==> src/rtl/wol_pkg.sv <==
package wol_pkg;
   localparam int BYTE_W = 8;
   typedef logic [BYTE_W-1:0] byte_t;
   // field positions on the shared write-data bus
   localparam int F_EN    = 0;
   localparam int F_MODE  = 1;
   localparam int F_RELAX = 2;
   localparam int F_IE    = 3;
   localparam int F_CLR   = 4;
   localparam int WR_W    = 5;
endpackage

==> src/rtl/wol_addr_filter.sv <==
module wol_addr_filter
   import wol_pkg::*;
#(
   parameter int ADDR_BYTES = 6
) (
   input  logic  clk,
   input  logic  rst,
   input  logic  rx_valid,
   input  logic  rx_sof,
   input  byte_t rx_byte,
   input  byte_t addr_b [ADDR_BYTES],
   input  logic  relax,
   output logic  payload_vld,
   output logic  dest_ok
);
   localparam int IW = $clog2(ADDR_BYTES + 1);

   logic [IW-1:0] hdr_idx_q, cur_idx;
   logic          match_q, is_hdr, byte_eq;

   always_comb begin
      cur_idx = rx_sof ? '0 : hdr_idx_q;
      is_hdr  = rx_valid && (cur_idx < IW'(ADDR_BYTES));
      byte_eq = is_hdr && (rx_byte == addr_b[cur_idx]);
   end

   always_ff @(posedge clk) begin
      if (rst) begin
         hdr_idx_q <= IW'(ADDR_BYTES);
         match_q   <= 1'b0;
      end else if (is_hdr) begin
         hdr_idx_q <= cur_idx + 1'b1;
         match_q   <= (rx_sof ? 1'b1 : match_q) && byte_eq;
      end
   end

   assign payload_vld = rx_valid && !is_hdr;
   assign dest_ok     = relax || match_q;

   // a header byte never reaches the payload scanner
   p_hdr_not_payload_r3: assert property (@(posedge clk) disable iff (rst)
      (rx_valid && rx_sof) |-> !payload_vld);
endmodule

==> src/rtl/wol_pattern_scan.sv <==
module wol_pattern_scan
   import wol_pkg::*;
#(
   parameter int    ADDR_BYTES = 6,
   parameter int    SYNC_LEN   = 6,
   parameter int    COPIES     = 16,
   parameter byte_t SYNC_BYTE  = 8'hFF
) (
   input  logic  clk,
   input  logic  rst,
   input  logic  rx_sof,
   input  logic  byte_vld,
   input  byte_t rx_byte,
   input  byte_t addr_b [ADDR_BYTES],
   output logic  found
);
   localparam int SW = $clog2(SYNC_LEN + 1);
   localparam int PW = $clog2(ADDR_BYTES);
   localparam int CW = $clog2(COPIES);

   if (ADDR_BYTES < 2) begin : g_bad_addr
      $error("ADDR_BYTES must be at least 2");
   end
   if (COPIES < 2) begin : g_bad_copies
      $error("COPIES must be at least 2");
   end
   if (SYNC_LEN < 1) begin : g_bad_sync
      $error("SYNC_LEN must be at least 1");
   end

   logic [SW-1:0] sync_q, sync_d;
   logic [PW-1:0] pos_q, pos_d;
   logic [CW-1:0] copy_q, copy_d;
   logic          found_q, found_d;
   logic          is_sync, sync_full, fresh;
   byte_t         expect_b;

   always_comb begin
      expect_b  = addr_b[pos_q];
      is_sync   = (rx_byte == SYNC_BYTE);
      sync_full = (sync_q == SW'(SYNC_LEN));
      fresh     = (pos_q == '0) && (copy_q == '0);
      sync_d    = sync_q;
      pos_d     = pos_q;
      copy_d    = copy_q;
      found_d   = found_q;
      if (rx_sof) begin
         sync_d  = '0;
         pos_d   = '0;
         copy_d  = '0;
         found_d = 1'b0;
      end else if (byte_vld && !found_q) begin
         if (!sync_full) begin
            sync_d = is_sync ? sync_q + 1'b1 : '0;
         end else if (rx_byte == expect_b) begin
            if (pos_q == PW'(ADDR_BYTES - 1)) begin
               pos_d = '0;
               if (copy_q == CW'(COPIES - 1)) found_d = 1'b1;
               else                           copy_d  = copy_q + 1'b1;
            end else begin
               pos_d = pos_q + 1'b1;
            end
         end else begin
            pos_d  = '0;
            copy_d = '0;
            if (!is_sync)   sync_d = '0;
            else if (fresh) sync_d = sync_q;
            else            sync_d = SW'(1);
         end
      end
   end

   always_ff @(posedge clk) begin
      if (rst) begin
         sync_q  <= '0;
         pos_q   <= '0;
         copy_q  <= '0;
         found_q <= 1'b0;
      end else begin
         sync_q  <= sync_d;
         pos_q   <= pos_d;
         copy_q  <= copy_d;
         found_q <= found_d;
      end
   end

   assign found = found_q;

   // completion only ever follows a scanned payload byte
   p_found_after_byte_r3: assert property (@(posedge clk) disable iff (rst)
      $rose(found_q) |-> $past(byte_vld));
   // the sync counter stays within its run length
   p_sync_bound_r3: assert property (@(posedge clk) disable iff (rst)
      sync_q <= SW'(SYNC_LEN));
endmodule

==> src/rtl/wol_ctrl_regs.sv <==
module wol_ctrl_regs
   import wol_pkg::*;
(
   input  logic            clk,
   input  logic            rst_hard,
   input  logic            rst_soft,
   input  logic            stop,
   input  logic            cfg_wr,
   input  logic            int_wr,
   input  logic [WR_W-1:0] wr_data,
   input  logic            frame_ok,
   input  logic            pwr_good,
   input  logic            relax_alt,
   input  logic            glob_ie,
   output logic            relax_eff,
   output logic            wake_active,
   output logic            wake_evt,
   output logic            irq_flag,
   output logic            irq
);
   logic en_q, mode_q, relax_q, ie_q, flag_q, evt_q, hit;

   assign wake_active = mode_q && (en_q || pwr_good);
   assign relax_eff   = relax_q || relax_alt;
   assign hit         = frame_ok && wake_active;

   always_ff @(posedge clk) begin
      if (rst_hard || rst_soft) begin
         en_q    <= 1'b0;
         mode_q  <= 1'b0;
         relax_q <= 1'b0;
      end else if (cfg_wr) begin
         en_q    <= wr_data[F_EN];
         mode_q  <= wr_data[F_MODE];
         relax_q <= wr_data[F_RELAX];
      end
   end

   always_ff @(posedge clk) begin
      if (rst_hard)    ie_q <= 1'b0;
      else if (int_wr) ie_q <= wr_data[F_IE];
   end

   always_ff @(posedge clk) begin
      if (rst_hard || rst_soft || stop)     flag_q <= 1'b0;
      else if (hit)                         flag_q <= 1'b1;
      else if (int_wr && wr_data[F_CLR])    flag_q <= 1'b0;
   end

   always_ff @(posedge clk) begin
      if (rst_hard || rst_soft) evt_q <= 1'b0;
      else                      evt_q <= hit;
   end

   assign wake_evt = evt_q;
   assign irq_flag = flag_q;
   assign irq      = flag_q && ie_q && glob_ie;

   // flag only rises on a detected frame
   p_flag_cause_r6: assert property (@(posedge clk) disable iff (rst_hard || rst_soft)
      $rose(flag_q) |-> $past(hit));
   // write-one-to-clear without a competing set empties the flag
   p_w1c_r6: assert property (@(posedge clk) disable iff (rst_hard || rst_soft)
      (int_wr && wr_data[F_CLR] && !hit) |=> !flag_q);
   // stop empties the flag
   p_stop_clears_r8: assert property (@(posedge clk) disable iff (rst_hard || rst_soft)
      stop |=> !flag_q);
   // soft reset leaves the interrupt enable alone
   p_ie_keeps_r8: assert property (@(posedge clk) disable iff (rst_hard)
      (rst_soft && !int_wr) |=> (ie_q == $past(ie_q)));
endmodule

==> src/rtl/wol_magic_det.sv <==
module wol_magic_det
   import wol_pkg::*;
#(
   parameter int    ADDR_BYTES = 6,
   parameter int    SYNC_LEN   = 6,
   parameter int    COPIES     = 16,
   parameter byte_t SYNC_BYTE  = 8'hFF
) (
   input  logic                       clk,
   input  logic                       rst_hard,
   input  logic                       rst_soft,
   input  logic                       stop,
   input  logic                       rx_valid,
   input  logic                       rx_sof,
   input  logic [7:0]                 rx_byte,
   input  logic                       rx_eof,
   input  logic                       rx_good,
   input  logic [ADDR_BYTES*8-1:0]    station_addr,
   input  logic                       pwr_good,
   input  logic                       relax_alt,
   input  logic                       glob_ie,
   input  logic                       cfg_wr,
   input  logic                       int_wr,
   input  logic [4:0]                 wr_data,
   output logic                       wake_active,
   output logic                       wake_evt,
   output logic                       irq_flag,
   output logic                       irq
);
   localparam int ADDR_W = ADDR_BYTES * BYTE_W;

   if (WR_W != 5) begin : g_bad_wr
      $error("write bus width mismatch");
   end

   byte_t addr_b [ADDR_BYTES];
   logic  rst, payload_vld, dest_ok, found, relax_eff, frame_ok;

   assign rst = rst_hard || rst_soft;

   for (genvar g = 0; g < ADDR_BYTES; g++) begin : g_split
      assign addr_b[g] = station_addr[ADDR_W-1-g*BYTE_W -: BYTE_W];
   end

   wol_addr_filter #(.ADDR_BYTES(ADDR_BYTES)) u_filt (
      .clk(clk), .rst(rst), .rx_valid(rx_valid), .rx_sof(rx_sof),
      .rx_byte(rx_byte), .addr_b(addr_b), .relax(relax_eff),
      .payload_vld(payload_vld), .dest_ok(dest_ok)
   );

   wol_pattern_scan #(
      .ADDR_BYTES(ADDR_BYTES), .SYNC_LEN(SYNC_LEN),
      .COPIES(COPIES), .SYNC_BYTE(SYNC_BYTE)
   ) u_scan (
      .clk(clk), .rst(rst), .rx_sof(rx_sof), .byte_vld(payload_vld),
      .rx_byte(rx_byte), .addr_b(addr_b), .found(found)
   );

   assign frame_ok = rx_eof && rx_good && found && dest_ok;

   wol_ctrl_regs u_regs (
      .clk(clk), .rst_hard(rst_hard), .rst_soft(rst_soft), .stop(stop),
      .cfg_wr(cfg_wr), .int_wr(int_wr), .wr_data(wr_data),
      .frame_ok(frame_ok), .pwr_good(pwr_good), .relax_alt(relax_alt),
      .glob_ie(glob_ie), .relax_eff(relax_eff), .wake_active(wake_active),
      .wake_evt(wake_evt), .irq_flag(irq_flag), .irq(irq)
   );

   // an event always follows a good end of frame
   p_evt_needs_good_r5: assert property (@(posedge clk) disable iff (rst)
      wake_evt |-> $past(rx_eof && rx_good));
   // an event is a single-cycle pulse
   p_evt_pulse_r5: assert property (@(posedge clk) disable iff (rst)
      wake_evt |=> !wake_evt);
endmodule

==> config.mk <==
export PLATFORM = sky130hd
export DESIGN_NAME = wol_magic_det
export DESIGN_NICKNAME = d
export VERILOG_FILES = /design/src/rtl/wol_pkg.sv /design/src/rtl/wol_addr_filter.sv /design/src/rtl/wol_pattern_scan.sv /design/src/rtl/wol_ctrl_regs.sv /design/src/rtl/wol_magic_det.sv
export SDC_FILE = /design/constraint.sdc
export NUM_CORES = 1
export LEC_CHECK = 0
export BUFFER_PORTS_ARGS = -buffer_cell sky130_fd_sc_hd__buf_4
export CAP_MARGIN = 20
export CORE_MARGIN = 1.5
export CORE_UTILIZATION = 40
export DETAILED_ROUTE_END_ITERATION = 7
export GPL_ROUTABILITY_DRIVEN = 0
export PLACE_DENSITY = 0.72
export SYNTH_ARGS = -nofsm -noshare
export SYNTH_HDL_FRONTEND = slang
export SYNTH_SLANG_ARGS = --single-unit
==> constraint.sdc <==
create_clock -name clk -period 3.1 [get_ports clk]
set_input_delay 0.155 -clock clk [delete_from_list [all_inputs] [get_ports clk]]
set_output_delay 0.155 -clock clk [all_outputs]
set_load 0.05 [all_outputs]
# --- Word-level counts from Yosys, hierarchy flattened ---
# Index checks and enable logic that the tools add are counted.
# W data, S select, Z words.
totals:
  regBits: 21
  inputBits: 74
  out_inout_bits: 4
  wordCells: 80
classes:
  addsub: 4
  order_cmp: 3
  eq_ne: 10
  muxes: 20
  bitwise: 2
  reduce_logical: 29
op_table:
  columns: ["op", "n"]
  rows:
  - ["$bmux W8 S3", 2]
  - ["$mux W8", 4]
  - ["$mux W3", 8]
  - ["$eq A8 B8 Y1", 2]
  - ["$logic_and A1 B1 Y1", 14]
  - ["$mux W4", 3]
  - ["$add A3 B1 Y3 const B", 3]
  - ["$eq A8 B8 Y1 const B", 1]
  - ["$ge A4 B4 Y1 const B", 2]
  - ["$not A3 Y4", 2]
  - ["$eq A3 B3 Y1 const B", 2]
  - ["$ne A2 B2 Y1 const B", 3]
  - ["$logic_or A1 B1 Y1", 5]
  - ["$reduce_and A5 Y1", 1]
  - ["$add A4 B1 Y4 const B", 1]
  - ["$eq A4 B4 Y1 const B", 1]
  - ["$logic_not A4 Y1", 1]
  - ["$reduce_and A4 Y1", 1]
  - ["$logic_not A3 Y1", 1]
  - ["$lt A3 B3 Y1 const B", 1]
  - ["$mux W1", 3]
  - ["$ne A3 B3 Y1 const B", 1]
  - ["$reduce_and A3 Y1", 1]
  - ["$logic_not A1 Y1", 2]
  - ["3 further kinds", 3]

# --- Logic depth before layout (Yosys ltp) ---
# Gate-level depths: netlist (run 1).
logic_depth:
  ltp_word: 8
  ltp_mapped: 10
  mapped_depth_nobuf: 8

# --- Cells and area by module ---
# A second synthesis (run 1) with hierarchy kept.
unflattened:
  cells_unflattened: 354
  hier_area_um2: 2803.9
by_module_without_submodules:
  columns: ["module", "instances", "cells_per_inst", "area_each_um2", "seq_area_each_um2"]
  rows:
  - ["wol_pattern_scan", 1, 213, 1667.8, 220.2]
  - ["wol_addr_filter", 1, 118, 883.3, 80.1]
  - ["wol_ctrl_regs", 1, 21, 237.7, 120.1]
  - ["wol_magic_det", 1, 2, 15.0, 0.0]

# --- Least setup slack after synthesis (run 1) ---
# No wires, ideal clock.
synth_path:
  path_type: "register to register"
  startpoint: "reg u_scan.pos_q[0]"
  endpoint: "reg u_scan.sync_q[0]"
  setup_time_ns: 0.058
  t_arrival_ns: 2.005
  required_time_ns: 3.042
  slack_ns: 1.037
  stages_incl_launch_ff: 8
  path_buffers: 0
  period_less_slack_ns: 2.063
  cell_sequence: "dfxtp_1 > mux4_2 > nor2b_1 > o21a_1 > o2111ai_1 > nor4_2 > a2111oi_2 > o221a_2"
synth_via:
  elab_chain_len: 7
  elab_cells_between_ends: 10
  cone_classes: "eq/ne: 3; mux: 3; bitwise: 1; reduce/logical: 3"
synth_rtl:
  columns: ["item", "line", "rtl"]
  rows:
  - ["from (decl)", "wol_pattern_scan.sv:32", "logic [PW-1:0] pos_q, pos_d;"]
  - ["from (signal assigned)", "wol_pattern_scan.sv:81", "pos_q <= pos_d;"]
  - ["$not A3 Y4 (implied by the code)", "wol_pattern_scan.sv:39", "expect_b = addr_b[pos_q];"]
  - ["$bmux W8 S3", "wol_pattern_scan.sv:39", null]
  - ["$mux W8 (implied by the code) (2 in series)", "wol_pattern_scan.sv:39", null]
  - ["$eq A8 B8 Y1", "wol_pattern_scan.sv:55", "end else if (rx_byte == expect_b) begin"]
  - ["$ne A2 B2 Y1 (no source line)", null, null]
  - ["$reduce_and A3 Y1 (no source line) (*)", null, null]
  - ["to (signal assigned)", "wol_pattern_scan.sv:80", "sync_q <= sync_d;"]
  - ["to (decl)", "wol_pattern_scan.sv:31", "logic [SW-1:0] sync_q, sync_d;"]
# Mark *: on every way between the ends. The rest lies on a longest branch, timed or not. The select of a mux whose other input is x is not followed.
# A chain may end at the register's enable or synchronous reset.

# --- Worst setup path in the final report (run 1) ---
# Ends and elaborated chain as after synthesis.

==> qor.yml, run 1 <==
worst_setup_path:
  worstPathArrival_ns: 2.73
  critPathMaxFanout: 27
  crit_chain: "buf_4 > mux2i_1 > or3_1 > and3_1 > o22ai_1 > nor4_2 > buf_4 > a2111oi_2 > o221a_2"
  crit_top_cell: "buf_4"
  cpLargestDelayFamily: "compound AO/OA/AOI/OAI gates"
  cp-start-kind: "register"
  path_class: "reg -> reg"
  setup.worst_path.end_class: "register"
  cp.required_ns: 3.31
  cp_slowest_stage_delay_ns: 0.40
  crit_slowest_cell: "dfxtp_1"
  cp.buffers_inverters: 2
route:
  drt-total-wl_um: 7180
  vias: 2674
  drc: 0
  drt_iter0_drc: 190
  wire_per_inst_um: 15.2
  drt_pre_antenna_iters: 4
  drtAntennaViolNets: 0
  viasPerCell: 5.67
logic_synthesis:
  synth-seq-cells: 21
  synth_edf_count: 0
  synthFlopType: "dfxtp_1"
  ys_types: 48
  yosysTopAreaCell: "mux2i_1"
  syn-num-nets: 418
  syn_inst: 339
  yosysWarningCount: 0
  synth.yosys.seq_area_share_pct: 16.6
  synth.area.top_cells: "mux2i_1 18%, dfxtp_1 17%, a21oi_1 4.9%"
  async_reset_ff_share_pct: 0
  netlist.area_leader.share_pct: 18.1
  synth.avg_cell_area_um2: 7.49
  syn-cell-area_um2: 2540
pwr:
  power_uw: 697
  vdd_drop_max_v: 0.000145
  p_leak_nw: 1.31
  powerDensity_nw_per_um2: 221
placed_design:
  dp_hpwl_um: 5570
  pre_cts_ws_ns: 0.614
  portBuffers: 77
grt:
  track_usage_pct: 21.7
  grt_overflow: 0
  grt_pass1_wl_um: 11700
  antenna_found_initial: 0
  grt_max_degree: 28
  grt_pass1_vias: 2499
floorplan:
  die_h_um: 82.7
  dieArea_um2: 6830
  die_x_um: 82.7
  ios: 78
  start_util_pct: 42.1
  rows: 28
  core_area_um2: 6030
sta:
  clock_skew_ns: 0.00475
  worst_pin_slew_ns: 0.773
  finalCriticalPeriod_ns: 2.52
  fin_tns_setup_ns: 0
  finalHoldViolCount: 0
  max_freq_mhz: 397
  layout_setup_ws_ns: 0.583
  max_slew_margin_pct: 48.4
  setup_violations: 0
  finalMaxSlewViolations: 0
  rsz0062_at_grt: "no"
  fin_crit_sh_pct: 81.2
min_path:
  hold_class: "in -> reg"
clock_tree:
  cts_resized: 0
  postCtsSetupBuffers: 0
  clock_latency_ns: 0.26
  cts.sinks: 21
  clk_pin_slew_worst_paths_ns: 0.08
  ctsHtreeMaxLevel: 1
  ctsRootBufferMaster: "clkbuf_8"
  cts_buffers: 3
  clockBufferDepth: 2
  cts_tree: "done"
  cts-hold-fix-buffers: 0
cells_and_area:
  final_cell_mix: "82 x buf_4, 46 x mux2i_1, 32 x nand2_1"
  final_common_cell: "buf_4"
  fin_util_pct: 52.5
  nets: 477
  fillCellCount: 589
  drive_gt1_share_pct: 25.2
  n_antenna_cell: 0
  area_delta_synth_final_pct: 24.5
job:
  drv_cap: 0
outcome:
  status: "finished, final reports clean"
[worst reg2reg max path: stages, from the launching register on]
cell	delay (ns)
dfxtp_1	0.40
buf_4	0.33
mux2i_1	0.14
or3_1	0.31
and3_1	0.17
o22ai_1	0.24
nor4_2	0.09
buf_4	0.19
a2111oi_2	0.37
o221a_2	0.24
[where the power goes]
| group | switching [mW] | internal [mW] |
|---|---|---|
| clock | 0.0920 | 0.0896 |
| sequential | 0.00252 | 0.273 |
| combinational | 0.113 | 0.127 |
[flip-flops by register name (all words and copies together) (netlist names)]
register	count
u_filt.match_q	1
u_regs.mode_q	1
u_scan.sync_q	3
u_regs.irq_flag	1
u_scan.pos_q	3
u_scan.found	1
u_scan.copy_q	4
u_regs.relax_q	1
u_regs.wake_evt	1
u_filt.hdr_idx_q	3
u_regs.en_q	1
u_regs.ie_q	1
[cells by family (layout without fill, tap and decap cells)]
family / Yosys count / in the layout / synth area share (%)
xor+xnor: 24 / 24 / 8.28
buf+inv: 41 / 99 / 7.84
compound gates: 74 / 74 / 18.8
simple gates: 123 / 123 / 25.3
mux: 51 / 51 / 20.8
flops: 21 / 21 / 16.6
fa+ha+maj: 5 / 5 / 2.46
[synth_stat cells, drive strengths merged (2+ instances only)]
cell type and count:
nand4b 4, nand2 32, clkbuf 17, nor3b 7
mux2i 46, xor2 11, o21ai 13, or2 2
buf 12, a211oi 4, nand2b 7, dfxtp 21
inv 12, mux2 4, nor3 10, xnor2 13
nor4 2, nand4 6, a22oi 3, or3 2
a21oi 25, ha 5, o22ai 14, nand3 9
and3 7, nor2b 6, and3b 3, nor2 24
o21a 2, a221oi 2, o221ai 4
[worst paths after layout]
check,start,slack (ns),cells past startpoint,to
worst max-delay path,u_scan.pos_q[0],0.58,9,u_scan.sync_q[0]
worst min-delay path,stop,0.05,2,u_regs.irq_flag
worst max register to register,u_scan.pos_q[0],0.58,9,u_scan.sync_q[0]
worst min register to register,u_regs.irq_flag,0.49,2,u_regs.irq_flag
[layout make-up]
cell class / instances / area [µm²] / area share (%)
clock buffers: 3 / 41.3 / 1.31
repair buffers: 83 / 636 / 20.1
well taps: 75 / 93.8 / 2.97
clock inverters: 1 / 5.00 / 0.158
multi-input cells: 277 / 1920 / 60.7
inverters: 12 / 45.0 / 1.43
flip-flops and latches: 21 / 420 / 13.3
[stage by stage]
stage / cell area (µm²) / instances / hold slack, ns
final: 3160 / 472 / 0.0450
after detailed placement: 3110 / 468 / 0.328
after global routing: 3160 / 472 / 0.0512
after global placement: 3110 / 468 / 0.317
after floorplan: 2540 / 339 / 0.227
after CTS: 3160 / 472 / 0.0445
[routing by layer]
metal | GRT usage [%] | routed length [µm] | vias up
met5 | 0 | 0 | -
met2 | 38.4 | 3500 | 63
met3 | 3.08 | 341 | 0
li1 | - | - | 1343
met4 | 1.00 | 0 | 0
met1 | 29.3 | 3330 | 1268
Power figures use the tool's default switching activity.
==> run 2: changes to the inputs <==
Clock period 3.1 ns to 2.5 ns, I/O delays scaled along.
==> run 2 against run 1 <==
Net effect:
- die area is the same
- non-clock buffer count grew 4
- first-iteration DRC count shrank 23%
- setup slack lost 0.43 ns
- clock skew shrank 0.00071 ns
- clock power grew 23%
- clock-buffer cell count is the same
- global-route usage grew 0.081 points
- maximum frequency grew 7.4%
- power grew 24%
- design area grew 1.3%
- critical path type unchanged
- largest cell class unchanged
==> qor.yml, run 2 (synthesis gave the netlist of run 1 again) <==
outcome:
  status: "finished, final reports clean"
floorplan:
  core_area_um2: 6030
  die_h_um: 82.7
  die_x_um: 82.7
  dieArea_um2: 6830
  ios: 78
  rows: 28
  start_util_pct: 42.1
pwr:
  powerDensity_nw_per_um2: 270
  netSwitchingPower_uw: 256
  seqPwrFrac_pct: 39.6
  p_clk_share_pct: 25.9
  power_frac_comb_pct: 34.5
  p_int_uw: 608
  p_leak_nw: 1.33
  vdd_drop_max_v: 0.000165
  switching_share_pct: 29.6
worst_setup_path:
  r2r_start: "u_scan.pos_q[0]"
  worstPathArrival_ns: 2.56
  path_class: "reg -> reg"
  rr_endpoint: "u_scan.sync_q[0]"
  r2r_cells: 8
  critPathMaxFanout: 12
  cp.required_ns: 2.71
  regToRegSetupSlack_ns: 0.16
  setup.worst_path.end_class: "register"
  cp-start-kind: "register"
route:
  wire_per_inst_um: 15.2
  drt-total-wl_um: 7250
  drc: 0
  drtAntennaViolNets: 0
  viasPerCell: 5.73
  drt_iter0_drc: 146
  drt_pre_antenna_iters: 5
  wl_met1_um: 3290
  top_layer_used: "met4"
  vias: 2727
  wl_met3_um: 391
  met2_length_um: 3530
sta:
  fin_crit_sh_pct: 93.8
  hold_slack_ns: 0.0235
  worst_pin_slew_ns: 0.685
  max_freq_mhz: 427
  max_slew_margin_pct: 54.2
  rsz0062_at_grt: "no"
  setup_violations: 0
  clock_skew_ns: 0.00404
  finalHoldViolCount: 0
  fin_tns_setup_ns: 0
  finalMaxSlewViolations: 0
  finalCriticalPeriod_ns: 2.34
grt:
  grt_pass1_vias: 2527
  track_usage_pct: 21.8
  antenna_found_initial: 0
  grt_pass1_wl_um: 11600
  grt_overflow: 0
  grt_max_degree: 26
cells_and_area:
  drive_gt1_share_pct: 25.9
  final_cell_mix: "83 x buf_4, 46 x mux2i_1, 32 x nand2_1"
  largest_reg_flops: 4
  n_antenna_cell: 0
  regMostFlops: "u_scan.copy_q"
  nets: 481
  final_common_cell: "buf_4"
  area_delta_synth_final_pct: 26.1
clock_tree:
  cts_tree: "done"
  ctsHtreeMaxLevel: 1
  cts_buffers: 3
  clk_pin_slew_worst_paths_ns: 0.08
  clock_latency_ns: 0.26
  clockBufferDepth: 2
  cts.sinks: 21
  ctsRootBufferMaster: "clkbuf_8"
  postCtsSetupBuffers: 0
min_path:
  hold-path-cell-count: 2
  hold_class: "in -> reg"
  hp-start: "rst_hard"
  whs_endpoint: "u_regs.ie_q"
job:
  drv_cap: 0
placed_design:
  dp_hpwl_um: 5550
  portBuffers: 77
[run 2: changes by cell type in the layout (fill, tap and decap cells not counted), sizes merged]
cell	previous run	this run
buf	83	86
dlygate4sd3	0	1
[run 2: worst max-delay path: stages, from the launching register on]
cell,delay [ns]
dfxtp_2,0.38
mux4_2,0.49
nor2b_1,0.16
o21a_1,0.18
o2111ai_1,0.24
nor4_2,0.06
buf_4,0.19
a2111oi_2,0.37
o221a_2,0.24
[run 2: layout make-up]
type | count | area [µm²]
Timing Repair Buffer | 87 | 676
Clock buffer | 3 | 41.3
Multi-Input combinational cell | 277 | 1920
Fill cell | 608 | 2820
Tap cell | 75 | 93.8
Inverter | 12 | 45.0
Clock inverter | 1 | 5.00
Sequential cell | 21 | 422
[run 2: layer usage]
| layer | GRT usage [%] | vias to the layer above |
|---|---|---|
| li1 | - | 1345 |
| met5 | 0 | - |
| met4 | 2.67 | 0 |
| met2 | 38.0 | 81 |
| met3 | 3.52 | 6 |
| met1 | 28.8 | 1295 |
[run 2: worst max path at each step]
stage,from,to,slack [ns],depth (start not counted)
floorplan,u_scan.pos_q[0],u_scan.sync_q[0],0.44,7
global placement,u_scan.pos_q[0],u_scan.sync_q[0],0.19,9
detailed placement,u_scan.pos_q[0],u_scan.sync_q[0],0.15,9
CTS,u_scan.pos_q[0],u_scan.sync_q[0],0.12,9
global route,u_scan.pos_q[0],u_scan.sync_q[0],0.005,8
finish,u_scan.pos_q[0],u_scan.sync_q[0],0.16,8
[run 2: power groups by stage]
stage	Clock [mW]	Combinational (mW)	Sequential (mW)
final	0.224	0.298	0.342
after global placement	0	0.291	0.350
after detailed placement	0	0.294	0.350
after floorplan	0	0.163	0.348
after global routing	0.247	0.326	0.343
after CTS	0.230	0.295	0.342
[run 2: what timing repair did]
action	CTS	global route
endpoints found under the hold margin	0	1
resized for setup	0	3
endpoints found under the setup margin	0	1
hold buffers	0	1
[run 2: metrics by stage]
step	utilization [%]	worst slack, ns	cell area, µm²	total power [mW]	std cells
6_report	53.1	0.156	3200	0.864	476
5_1_grt	53.1	0.00454	3200	0.916	476
4_1_cts	52.8	0.118	3180	0.868	475
3_5_place_dp	52.1	0.147	3140	0.644	471
3_3_place_gp	52.1	0.186	3140	0.640	471
2_1_floorplan	-	0.437	2540	0.511	339
